--- src/rtl/short_ls_unit.sv ---
module short_ls_unit #(
  parameter int DW = 16,
  parameter int RW = 5
) (
  input  logic          clk,
  input  logic          rst_n,
  input  logic          start,
  input  logic [15:0]   insn,
  input  logic [7:0]    page,
  output logic          busy,
  output logic          done,
  output logic [RW-1:0] rf_raddr,
  input  logic [DW-1:0] rf_rdata,
  output logic          rf_we,
  output logic [RW-1:0] rf_waddr,
  output logic [DW-1:0] rf_wdata,
  output logic [15:0]   mem_addr,
  output logic          mem_re,
  output logic          mem_we,
  output logic [DW-1:0] mem_wdata,
  input  logic [DW-1:0] mem_rdata
);
  localparam int HB = 8;

  typedef enum logic [1:0] {S_IDLE, S_LREQ, S_LWB} state_t;
  state_t state;

  logic          st_done;
  logic [RW-1:0] ld_idx;

  wire in_grp = insn[15:12] == 4'h2;
  wire is_ld  = insn[15:11] == 5'b00100;
  wire is_sth = insn[15:9]  == 7'b0010100;
  wire is_rsv = insn[15:9]  == 7'b0010101;
  wire is_stl = insn[15:10] == 6'b001011;
  wire accept = start && state == S_IDLE && in_grp;
  wire [15:0] ea = {page, insn[7:0]};

  assign rf_raddr = is_sth ? RW'({4'b1000, insn[8]}) : RW'({3'b111, insn[9:8]});
  wire [DW-1:0] st_data = is_sth ? {{(DW-HB){rf_rdata[HB-1]}}, rf_rdata[HB-1:0]} : rf_rdata;

  always_ff @(posedge clk) begin
    if (!rst_n) begin
      state     <= S_IDLE;
      mem_addr  <= '0;
      mem_wdata <= '0;
      mem_we    <= 1'b0;
      st_done   <= 1'b0;
      ld_idx    <= '0;
    end else begin
      mem_we  <= 1'b0;
      st_done <= 1'b0;
      case (state)
        S_IDLE: if (accept) begin
          mem_addr <= ea;
          if (is_ld) begin
            state  <= S_LREQ;
            ld_idx <= RW'({2'b11, insn[10:8]});
          end else begin
            st_done <= 1'b1;
            if (!is_rsv) begin
              mem_we    <= 1'b1;
              mem_wdata <= st_data;
            end
          end
        end
        S_LREQ:  state <= S_LWB;
        default: state <= S_IDLE;
      endcase
    end
  end

  assign mem_re   = state == S_LREQ;
  assign rf_we    = state == S_LWB;
  assign rf_waddr = ld_idx;
  assign rf_wdata = mem_rdata;
  assign busy     = state != S_IDLE;
  assign done     = st_done | rf_we;

  AST_STORE_ADDR: assert property (@(posedge clk) disable iff (!rst_n)
    start && !busy && is_stl |=> mem_we && mem_addr == {$past(page), $past(insn[7:0])});
  AST_LOAD_WB: assert property (@(posedge clk) disable iff (!rst_n)
    mem_re |=> rf_we && !mem_re && busy);
  AST_HI_SEXT: assert property (@(posedge clk) disable iff (!rst_n)
    start && !busy && is_sth |=> mem_we && mem_wdata[DW-1:HB] == {(DW-HB){mem_wdata[HB-1]}});
  AST_RSV_SILENT: assert property (@(posedge clk) disable iff (!rst_n)
    start && !busy && is_rsv |=> !mem_we && !mem_re && !rf_we && done);
  AST_OUTSIDE_IGNORED: assert property (@(posedge clk) disable iff (!rst_n)
    start && !busy && !in_grp |=> !done && !mem_we && !mem_re && !rf_we);
  AST_STORE_IDLE: assert property (@(posedge clk) disable iff (!rst_n)
    mem_we |-> !busy && !mem_re && done);
  AST_BUSY_IGNORE: assert property (@(posedge clk) disable iff (!rst_n)
    start && mem_re |=> !mem_we);
endmodule

--- config.mk ---
export PLATFORM = sky130hd
export DESIGN_NAME = short_ls_unit
export DESIGN_NICKNAME = d
export VERILOG_FILES = /design/src/rtl/short_ls_unit.sv
export SDC_FILE = /design/constraint.sdc
export NUM_CORES = 1
export LEC_CHECK = 0
export BUFFER_PORTS_ARGS = -buffer_cell sky130_fd_sc_hd__buf_2
export CAP_MARGIN = 20
export CELL_PAD_IN_SITES_DETAIL_PLACEMENT = 1
export CELL_PAD_IN_SITES_GLOBAL_PLACEMENT = 1
export CORE_MARGIN = 2
export CORE_UTILIZATION = 29
export DETAILED_ROUTE_END_ITERATION = 10
export PLACE_DENSITY_LB_ADDON = 0.1
export REMOVE_ABC_BUFFERS = 1
export SETUP_SLACK_MARGIN = 0.5
export SLEW_MARGIN = 30
export SYNTH_ARGS = -nofsm -noshare
export SYNTH_HDL_FRONTEND = slang
export SYNTH_SLANG_ARGS = --single-unit
--- constraint.sdc ---
create_clock -name clk -period 1.9 [get_ports clk]
set_input_delay 0.19 -clock clk [delete_from_list [all_inputs] [get_ports clk]]
set_output_delay 0.19 -clock clk [all_outputs]
set_load 0.02 [all_outputs]
# Word level (Yosys, flattened, before mapping)
# Index checks and enable logic that the tools add are counted.
[op_classes]
n_mux = 7
bitwise_logic = 6
reduce_logical = 10
eq_ne = 8
[ops]
columns = ["operator", "count"]
rows = [
  ["16-bit 2-to-1 mux", 1],
  ["7-bit by 5-bit equality test with 1-bit output, second input constant", 2],
  ["3-bit AND reduction", 2],
  ["5-bit by 3-bit equality test with 1-bit output, second input constant", 1],
  ["1-bit NOT", 5],
  ["4-bit by 2-bit equality test with 1-bit output, second input constant", 1],
  ["2-bit 2-to-1 mux", 2],
  ["4-bit 2-to-1 mux", 1],
  ["2-bit != test, second input constant", 2],
  ["2-bit case mux with 2 select lines", 1],
  ["2-bit AND reduction", 2],
  ["4-bit AND reduction", 1],
  ["4-bit OR reduction", 1],
  ["2-bit by 1-bit equality test with 1-bit output, second input constant", 1],
  ["2-bit equality test, second input constant", 1],
  ["1-bit logical AND", 2],
  ["2-bit zero test", 1],
  ["1-bit 2-to-1 mux", 2],
  ["2-bit nonzero test", 1],
  ["1-bit bitwise OR", 1],
]
[totals]
inputBits = 59
output_inout_bits = 63
regBits = 40
elab_cells = 37

# Logic depth before layout (Yosys ltp)
# Gate-level depths: netlist (run 1).
[logic_depth]
ltp_word = 5
mapped_depth = 5

# Worst setup path before layout (run 1)
# OpenSTA, ideal clock, no wires.
[synth_timing]
kind = "input-to-output"
startpoint = "in insn[12]"
endpoint = "out rf_raddr[3]"
path_slack_ns = 0.143
arrival_time_ns = 1.567
path_buffers = 3
cell_stages = 5
path_cell_list = "or4b_1 buf_2 buf_1 or2_2 buf_4"
[synth_via]
elab_chain_len = 2
[synth_rtl]
columns = ["item", "line_no", "source"]
rows = [
  ["start: declaration", "8", "input logic [15:0] insn,"],
  ["7-bit by 5-bit equality test with 1-bit output", "33", "wire is_sth = insn[15:9] == 7'b0010100;"],
  ["4-bit 2-to-1 mux", "39", "assign rf_raddr = is_sth ? RW'({4'b1000, insn[8]}) : RW'({3'b111, insn[9:8]});"],
  ["end: declaration", "12", "output logic [RW-1:0] rf_raddr,"],
]
# Every way passes these cells.

# Final worst setup path (run 1)
[layout_timing]
startpoint = "in insn[15]"
endpoint = "out rf_raddr[3]"
# The elaborated chain is that of the path after synthesis.

==> results.cfg, run 1 <==
[global_routing]
grt_overflow = 0
grt_pass1_wl_um = 8038
grt_max_degree = 28
track_usage_pct = 14.29
first_global_vias = 1624
antenna_found_initial = 0

[timing]
setup_slack_ps = 468.1
finalSetupViolations = 0
skew_ps = 8.745
fin_crit_ps = 1432
slew_violations = 0
hold_viol_final = 0
finalCritPeriodShare_pct = 75.36
fmax_mhz = 698.4
holdWs_ps = 140.3
rsz0062_at_grt = true

[cells_and_area]
diodes = 0
drive_gt1_share_pct = 47.19
syn2layout_area_growth_pct = 36.16
layout.nets = 325
final_util_pct = 41.29

[floorplanning]
io_pins = 122
row_count = 28
die_y_um = 83.15
coreArea_mm2 = 0.005991
die_area_mm2 = 0.006914
die_x_um = 83.15
initial_core_util_pct = 30.33

[routing]
avgViaCountPerCell = 4.740
ant_nets = 0
first_iter_violations = 37
drt-wirelength-per-cell_um = 15.07
num_vias = 1621
routed_wl_um = 5154
first_pass_iters = 4
drc_errors = 0

[setup_path]
arrival_ps = 1240
crit_required_ps = 1710
crit_path_end_kind = output pin
cp-start-kind = input port
crit_type = in2out
critPathMaxFanout = 3

[clock_network]
cts_tree = built
insertion_delay_ps = 290
cts_made_buffers = 5
cts_root_buf = clkbuf_8
clk_path_buf_depth = 2
ctsHoldBuffers = 0
htreeDepth = 2
cts.sinks = 40
cts.clk_slew.worst_paths_ps = 80

[place]
port_buffers = 88
place_congestion = 0.6496
post-place-ws_ps = 236.3
dp_hpwl_um = 3678

[job]
cap_viol_max_count = 0

[hold_path]
holdCritPathClass = in2reg

[power]
peakVddDrop_v = 0.0002988
leakage_nw = 1.120
cellPowerDensity_mw_per_mm2 = 722.5

[synthesis]
synthDistinctLibCells = 29
synth_seq_cells = 40
seq_area_frac_synth_pct = 44.08
postSynthCellCount = 196
syn_area_per_cell_um2 = 9.269
synth_edf_count = 0
synth_top_flop_cell = dfxtp_1
async_flop_share_pct = 0
syn-cell-area_mm2 = 0.001817
yosysWarnings = 0

[run_status]
status = finished clean
[cells in the mapped netlist (2+ instances only)]
cell type	number	area, um^2
buf_4	21	157.7
dfxtp_1	40	800.8
nand3_1	17	85.08
and2_1	9	56.30
mux2i_1	11	110.1
o21ai_0	16	80.08
a21boi_0	16	120.1
buf_1	2	7.510
nor2b_1	2	12.51
nor2_1	4	15.01
nand2_1	23	86.33
or2_2	3	18.77
o221a_2	7	78.83
clkbuf_1	10	37.54
[critical path, cell delays in order]
cell    delay [ps]
buf_8           90
or4b_4         560
or2_4          260
buf_6          130
[where the power goes]
part,total (W),switching [W],internal (W)
sequential,0.000847,0.00000391,0.000843
clock,0.000761,0.000297,0.000464
combinational,0.000179,0.0000948,0.0000845
[metrics by stage]
step / cells / area, um^2 / power, W / setup TNS [ps]
after floorplan: 161 / 1594 / 0.0009301 / -599.6
after global placement: 330 / 2186 / 0.001032 / 0
after detailed placement: 330 / 2186 / 0.001032 / 0
after CTS: 338 / 2365 / 0.001807 / 0
after global routing: 342 / 2474 / 0.001864 / 0
final: 342 / 2474 / 0.001787 / 0
[layout by cell type (no fill, tap or decap), types with 2 or more instances in the layout]
cell      count
a21boi_0     16
and2_1        9
buf_12        2
buf_2        83
buf_4         6
buf_6         5
clkbuf_8      7
dfxtp_1      38
dfxtp_4       2
mux2i_1      11
nand2_1      23
nand3_1      17
nor2_1        4
nor2b_1       2
o21ai_0      15
o221a_2       5
o221a_4       2
or2_2         2
or3b_4        2
[area by class of cell]
type | count | area, um^2
multi-input combinational | 120 | 844.6
tap | 75 | 93.84
timing repair buffer | 98 | 596.8
clock inverter | 1 | 30.03
sequential | 40 | 808.3
inverter | 1 | 3.754
fill | 733 | 3517
clock buffer | 7 | 96.34
[kinds of logic (layout without fill, tap and decap cells)]
group	count (synthesis)	count (layout)	synth area share, %
and+or+nand+nor	66	66	20.32
AOI/OAI and AO/OA	42	42	16.87
DFF	40	40	44.08
buffers and inverters	36	107	12.47
muxes	11	11	6.061
other	1	1	0.2064
[registers in the layout, indices dropped and copies added (netlist names)]
signal / count
mem_addr: 16
mem_wdata: 16
rf_waddr: 4
state: 2
mem_we: 1
st_done: 1
[timing repair]
item,in CTS,in global routing
pin swaps,2,1
buffers inserted,0,3
endpoints found under the setup margin,30,20
gates resized for setup,15,13
cloned,0,1
[per-layer routing]
| metal | global-route usage, % | up-vias | wire length, um |
|---|---|---|---|
| met2 | 21.55 | 88 | 2356 |
| met4 | 4.471 | 0 | 47 |
| met5 | 0 | - | 0 |
| li1 | - | 793 | - |
| met3 | 7.654 | 5 | 562 |
| met1 | 17.50 | 735 | 2188 |
[worst paths after layout]
check	start	end	slack, ps	depth (start not counted)
hold / removal	rf_rdata[4]	mem_wdata[4]	140	3
setup / recovery	insn[15]	rf_raddr[3]	470	4
hold reg to reg	mem_wdata[2]	mem_wdata[2]	460	2
setup reg to reg	state[0]	mem_wdata[8]	540	4
(Power assumes the default switching activity.)
==> run 2: changes to the inputs <==
--- a/config.mk
+++ b/config.mk
@@ -10,7 +10,7 @@
 export CELL_PAD_IN_SITES_DETAIL_PLACEMENT = 1
 export CELL_PAD_IN_SITES_GLOBAL_PLACEMENT = 1
 export CORE_MARGIN = 2
-export CORE_UTILIZATION = 29
+export CORE_UTILIZATION = 26
 export DETAILED_ROUTE_END_ITERATION = 10
 export PLACE_DENSITY_LB_ADDON = 0.1
 export REMOVE_ABC_BUFFERS = 1
==> constraint.sdc (replaced) <==
create_clock -name clk -period 1.3 [get_ports clk]
set_input_delay 0.13 -clock clk [delete_from_list [all_inputs] [get_ports clk]]
set_output_delay 0.13 -clock clk [all_outputs]
set_load 0.02 [all_outputs]
==> results.cfg, run 2 (synthesized netlist as in run 1, its figures left out) <==
[run_status]
status = finished with violations
violations = setup timing

[routing]
num_vias = 1750
drt-wirelength-per-cell_um = 14.96
avgViaCountPerCell = 4.522
first_pass_iters = 4
first_iter_violations = 52
drc_errors = 0
ant_nets = 0
routed_wl_um = 5789

[setup_path]
critPathMaxFanout = 4
critPathMaxStageDelay_ps = 430
crit_type = reg2reg
slowest_stage = or3b_4
cp-start-kind = register
crit_path_end_kind = register
crit_required_ps = 1510
timing.critical_path.cells = or3b_4, nor3_4, mux2i_1
arrival_ps = 1590

[power]
leakage_nw = 1.294
peakVddDrop_v = 0.0005165
cellPowerDensity_mw_per_mm2 = 817.5

[timing]
slew_violations = 0
fmax_mhz = 725.2
skew_ps = 1.977
fin_crit_ps = 1379
hold_viol_final = 0
finalCritPeriodShare_pct = 106.1
finalSetupViolations = 30
rsz0062_at_grt = true
holdWs_ps = 78.78
setup_slack_ps = -78.99

[clock_network]
cts.sinks = 40
cts_made_buffers = 5
cts_root_buf = clkbuf_8
cts_tree = built
clk_path_buf_depth = 2
htreeDepth = 2
cts.clk_slew.worst_paths_ps = 80
insertion_delay_ps = 280

[global_routing]
global_route.usage.met3_pct = 6.598
busiest_layer = met2
grt_overflow = 0
grt_pass1_wl_um = 8907
grt_max_degree = 33
antenna_found_initial = 0
track_usage_pct = 14.92
use_met1_pct = 19.70
use_met2_pct = 23.00
first_global_vias = 1784

[cells_and_area]
drive_gt1_share_pct = 64.26
layout_common_cells = buf_6, buf_2, dfxtp_2
syn2layout_area_growth_pct = 64.26
final_util_pct = 43.92
layout.nets = 350
diodes = 0
final_common_cell = buf_6

[job]
cap_viol_max_count = 0

[floorplanning]
die_area_mm2 = 0.007672
die_x_um = 87.59
io_pins = 122
die_y_um = 87.59
initial_core_util_pct = 26.74
coreArea_mm2 = 0.006794
row_count = 30

[place]
place_congestion = 0.6786
dp_hpwl_um = 3982
port_buffers = 88

[hold_path]
holdCritPathClass = in2reg
## run 2: per-stage QoR
step / cells / area (um^2) / setup TNS [ps] / setup WS [ps] / total power, W
2_1_floorplan: 161 / 1594 / -11210 / -659.5 / 0.001359
3_3_place_gp: 366 / 2325 / -7099 / -263.4 / 0.001533
3_5_place_dp: 366 / 2325 / -7733 / -271.5 / 0.001534
4_1_cts: 381 / 2823 / -1814 / -95.09 / 0.002485
5_1_grt: 387 / 2984 / -4793 / -180.9 / 0.002565
6_report: 387 / 2984 / -1232 / -78.99 / 0.002440
## run 2: area by class of cell
type,count,area [um^2]
fillers,778,3810
repair buffers,123,1040
multi-input cells,120,870.8
flip-flops and latches,40,853.3
well taps,96,120.1
clock buffers,7,96.34
inverters,1,3.754
## run 2: final timing paths
| kind | start | endpoint | slack [ps] | depth (start not counted) |
|---|---|---|---|---|
| setup / recovery | state[0] | rf_waddr[1] | -80 | 3 |
| hold / removal | rf_rdata[4] | mem_wdata[4] | 80 | 3 |
| setup reg to reg | state[0] | rf_waddr[1] | -80 | 3 |
| hold reg to reg | mem_wdata[7] | mem_wdata[7] | 460 | 2 |
## run 2: critical path, delay by kind of cell (launching register included)
family           cells  cell delay, ps
AND/OR/NAND/NOR      2             730
flip-flops           1             360
multiplexers         1             210
## run 2: per-layer routing
layer | vias up | wire length (um)
li1 | 842 | -
met1 | 831 | 2474
met2 | 75 | 2809
met3 | 2 | 490
met4 | 0 | 15
met5 | - | 0
## run 2: repair_timing
item / 4_1_cts / 5_1_grt
setup endpoints to repair: 84 / 84
cloned: 1 / 1
buffers inserted: 7 / 5
hold buffers: 0 / 0
pin swaps: 8 / 6
gates resized for setup: 132 / 36
## run 2: report_power, final
part / switching, W / leakage (nW) / internal, W
Combinational: 0.000150 / 0.901 / 0.000162
Clock: 0.000411 / 0.0503 / 0.000473
Sequential: 0.00000880 / 0.343 / 0.00123
==> run 3: changes to the inputs <==
--- a/config.mk
+++ b/config.mk
@@ -5,12 +5,12 @@
 export SDC_FILE = /design/constraint.sdc
 export NUM_CORES = 1
 export LEC_CHECK = 0
+export ABC_AREA = 1
 export BUFFER_PORTS_ARGS = -buffer_cell sky130_fd_sc_hd__buf_2
 export CAP_MARGIN = 20
 export CELL_PAD_IN_SITES_DETAIL_PLACEMENT = 1
 export CELL_PAD_IN_SITES_GLOBAL_PLACEMENT = 1
-export CORE_MARGIN = 2
-export CORE_UTILIZATION = 26
+export CORE_UTILIZATION = 25
 export DETAILED_ROUTE_END_ITERATION = 10
 export PLACE_DENSITY_LB_ADDON = 0.1
 export REMOVE_ABC_BUFFERS = 1
==> results.cfg, run 3 <==
[place]
port_buffers = 88
dp_hpwl_um = 3928
dp.cells = 433
placed_cell_area_mm2 = 0.002331
place_congestion = 0.6814

[synthesis]
seq_area_frac_synth_pct = 41.45
yosys-top-cells-area = dfxtp_1, nor2_1, nand2_1
synth_top_area_share_pct = 41.45
syn-cell-area_mm2 = 0.001932
async_flop_share_pct = 0
yosys-top-cells-count = nor2_1, nand2_1, dfxtp_1
synth_edf_count = 0
synth_seq_cells = 40
synth_area_leader_cell = dfxtp_1
yosysWarnings = 0
synth_top_flop_cell = dfxtp_1
synthDistinctLibCells = 22
yosysMostFrequentCell = nor2_1
postSynthCellCount = 270
syn_area_per_cell_um2 = 7.155

[cells_and_area]
final_common_cell = buf_6
design_area_mm2 = 0.003154
n_fill_cell = 904
final_util_pct = 42.80
diodes = 0
syn2layout_area_growth_pct = 63.28
layout.nets = 416
layout.cells.non_filler = 456
layout_common_cells = buf_6, nand2_1, buf_2
drive_gt1_share_pct = 63.31

[power]
p_clk_share_pct = 33.8
cellPowerDensity_mw_per_mm2 = 766.5
switching_power_w = 0.0006546
peakVddDrop_v = 0.0003620
internal_power_w = 0.001763
combPwrFrac_pct = 14.1
pwr-share-seq_pct = 52.1
swShare_pct = 27.07
leakage_nw = 1.562

[timing]
skew_ps = 8.995
rsz0062_at_grt = true
fmax_mhz = 806.8
hold_viol_final = 0
finalCritPeriodShare_pct = 95.34
finalSetupViolations = 0
fin_crit_ps = 1239
slew_violations = 0
finalSetupTns_ps = 0

[global_routing]
use_met1_pct = 16.82
grt_max_degree = 20
grt_pass1_wl_um = 9370
busiest_layer = met2
global_route.usage.met3_pct = 6.937
grt_overflow = 0
antenna_found_initial = 0
use_met2_pct = 23.53
first_global_vias = 1975
track_usage_pct = 14.42

[floorplanning]
die_area_mm2 = 0.008083
coreArea_mm2 = 0.007370
initial_core_util_pct = 26.21
row_count = 31
io_pins = 122
die_x_um = 89.91
die_y_um = 89.91

[clock_network]
cts.clk_slew.worst_paths_ps = 90
cts_root_buf = clkbuf_8
cts.sinks = 40
insertion_delay_ps = 290
cts_made_buffers = 5
htreeDepth = 2
clk_path_buf_depth = 2
cts_tree = built

[setup_path]
crit_path_end_kind = register
crit_required_ps = 1490
arrival_ps = 1430
critPathMaxFanout = 6
crit_type = reg2reg
cp-start-kind = register

[run_status]
status = finished clean

[routing]
first_pass_iters = 4
num_vias = 1915
ant_nets = 0
routed_wl_um = 5820
drc_errors = 0
avgViaCountPerCell = 4.200
first_iter_violations = 28
drt-wirelength-per-cell_um = 12.76

[hold_path]
holdCritPathClass = in2reg

[job]
cap_viol_max_count = 0
-- run 3: cell count changes after synthesis, sizes merged, moves of 11 or more --
cell	previous run	this run
mux2i	11	0
a21boi	16	0
nor2	4	82
nand3	17	3
inv	1	30
nand2	23	57
-- run 3: layout make-up --
cell class / count / area, um^2 / share of cell area (%)
Clock buffer: 5 / 68.82 / 2.182
Clock inverter: 2 / 12.51 / 0.3967
Inverter: 30 / 123.9 / 3.927
Multi-Input combinational cell: 170 / 1028 / 32.61
Sequential cell: 40 / 849.6 / 26.93
Tap cell: 99 / 123.9 / 3.927
Timing Repair Buffer: 110 / 947.2 / 30.03
-- run 3: critical path, cell delays in order (launching register included) --
cell     delay (ps)
dfxtp_2         340
inv_4            70
nand3_4          90
nor2_8          180
nand3_4         140
buf_6           170
nor2_2          120
nor2_2           50
-- run 3: through the flow --
step	total power [W]	hold slack [ps]	setup WS, ps
2_1_floorplan	0.001391	242.7	10.76
4_1_cts	0.002433	45.86	54.91
6_report	0.002418	58.97	60.60
5_1_grt	0.002547	46.25	-17.58
3_3_place_gp	0.001536	260.3	18.30
3_5_place_dp	0.001536	260.3	-22.79
-- run 3: routing by layer --
layer | up-vias | wire length (um)
met4 | 0 | 63
met3 | 6 | 551
met1 | 865 | 2375
met5 | - | 0
li1 | 963 | -
met2 | 81 | 2829
-- run 3: logic make-up (layout without fill, tap and decap cells) --
family	count (synthesis)	count (layout)	synth area share (%)
AOI/OAI and AO/OA	17	17	4.404
DFF	40	40	41.45
and+or+nand+nor	152	152	37.24
buffers and inverters	60	147	16.71
other	1	1	0.1941
-- run 3: what timing repair did --
item	4_1_cts	5_1_grt
pin swaps	23	9
gates resized for setup	148	58
hold buffers	0	0
endpoints found under the hold margin	0	0
endpoints found under the setup margin	83	83
buffers inserted	14	2
-- run 3: power by group through the flow --
stage	Combinational, W	Clock [W]	Sequential [W]
CTS	0.000317	0.000857	0.00126
global placement	0.000254	0	0.00128
floorplan	0.0000857	0	0.00130
global route	0.000370	0.000913	0.00126
detailed placement	0.000255	0	0.00128
finish	0.000340	0.000817	0.00126
-- run 3: path summary, 6_finish.rpt --
check	cells past startpoint	to	from	slack (ps)
worst max register to register	7	mem_wdata[8]	state[0]	60
worst min-delay path	3	mem_addr[11]	page[3]	60
worst min register to register	2	mem_wdata[5]	mem_wdata[5]	480
worst max-delay path	7	mem_wdata[8]	state[0]	60
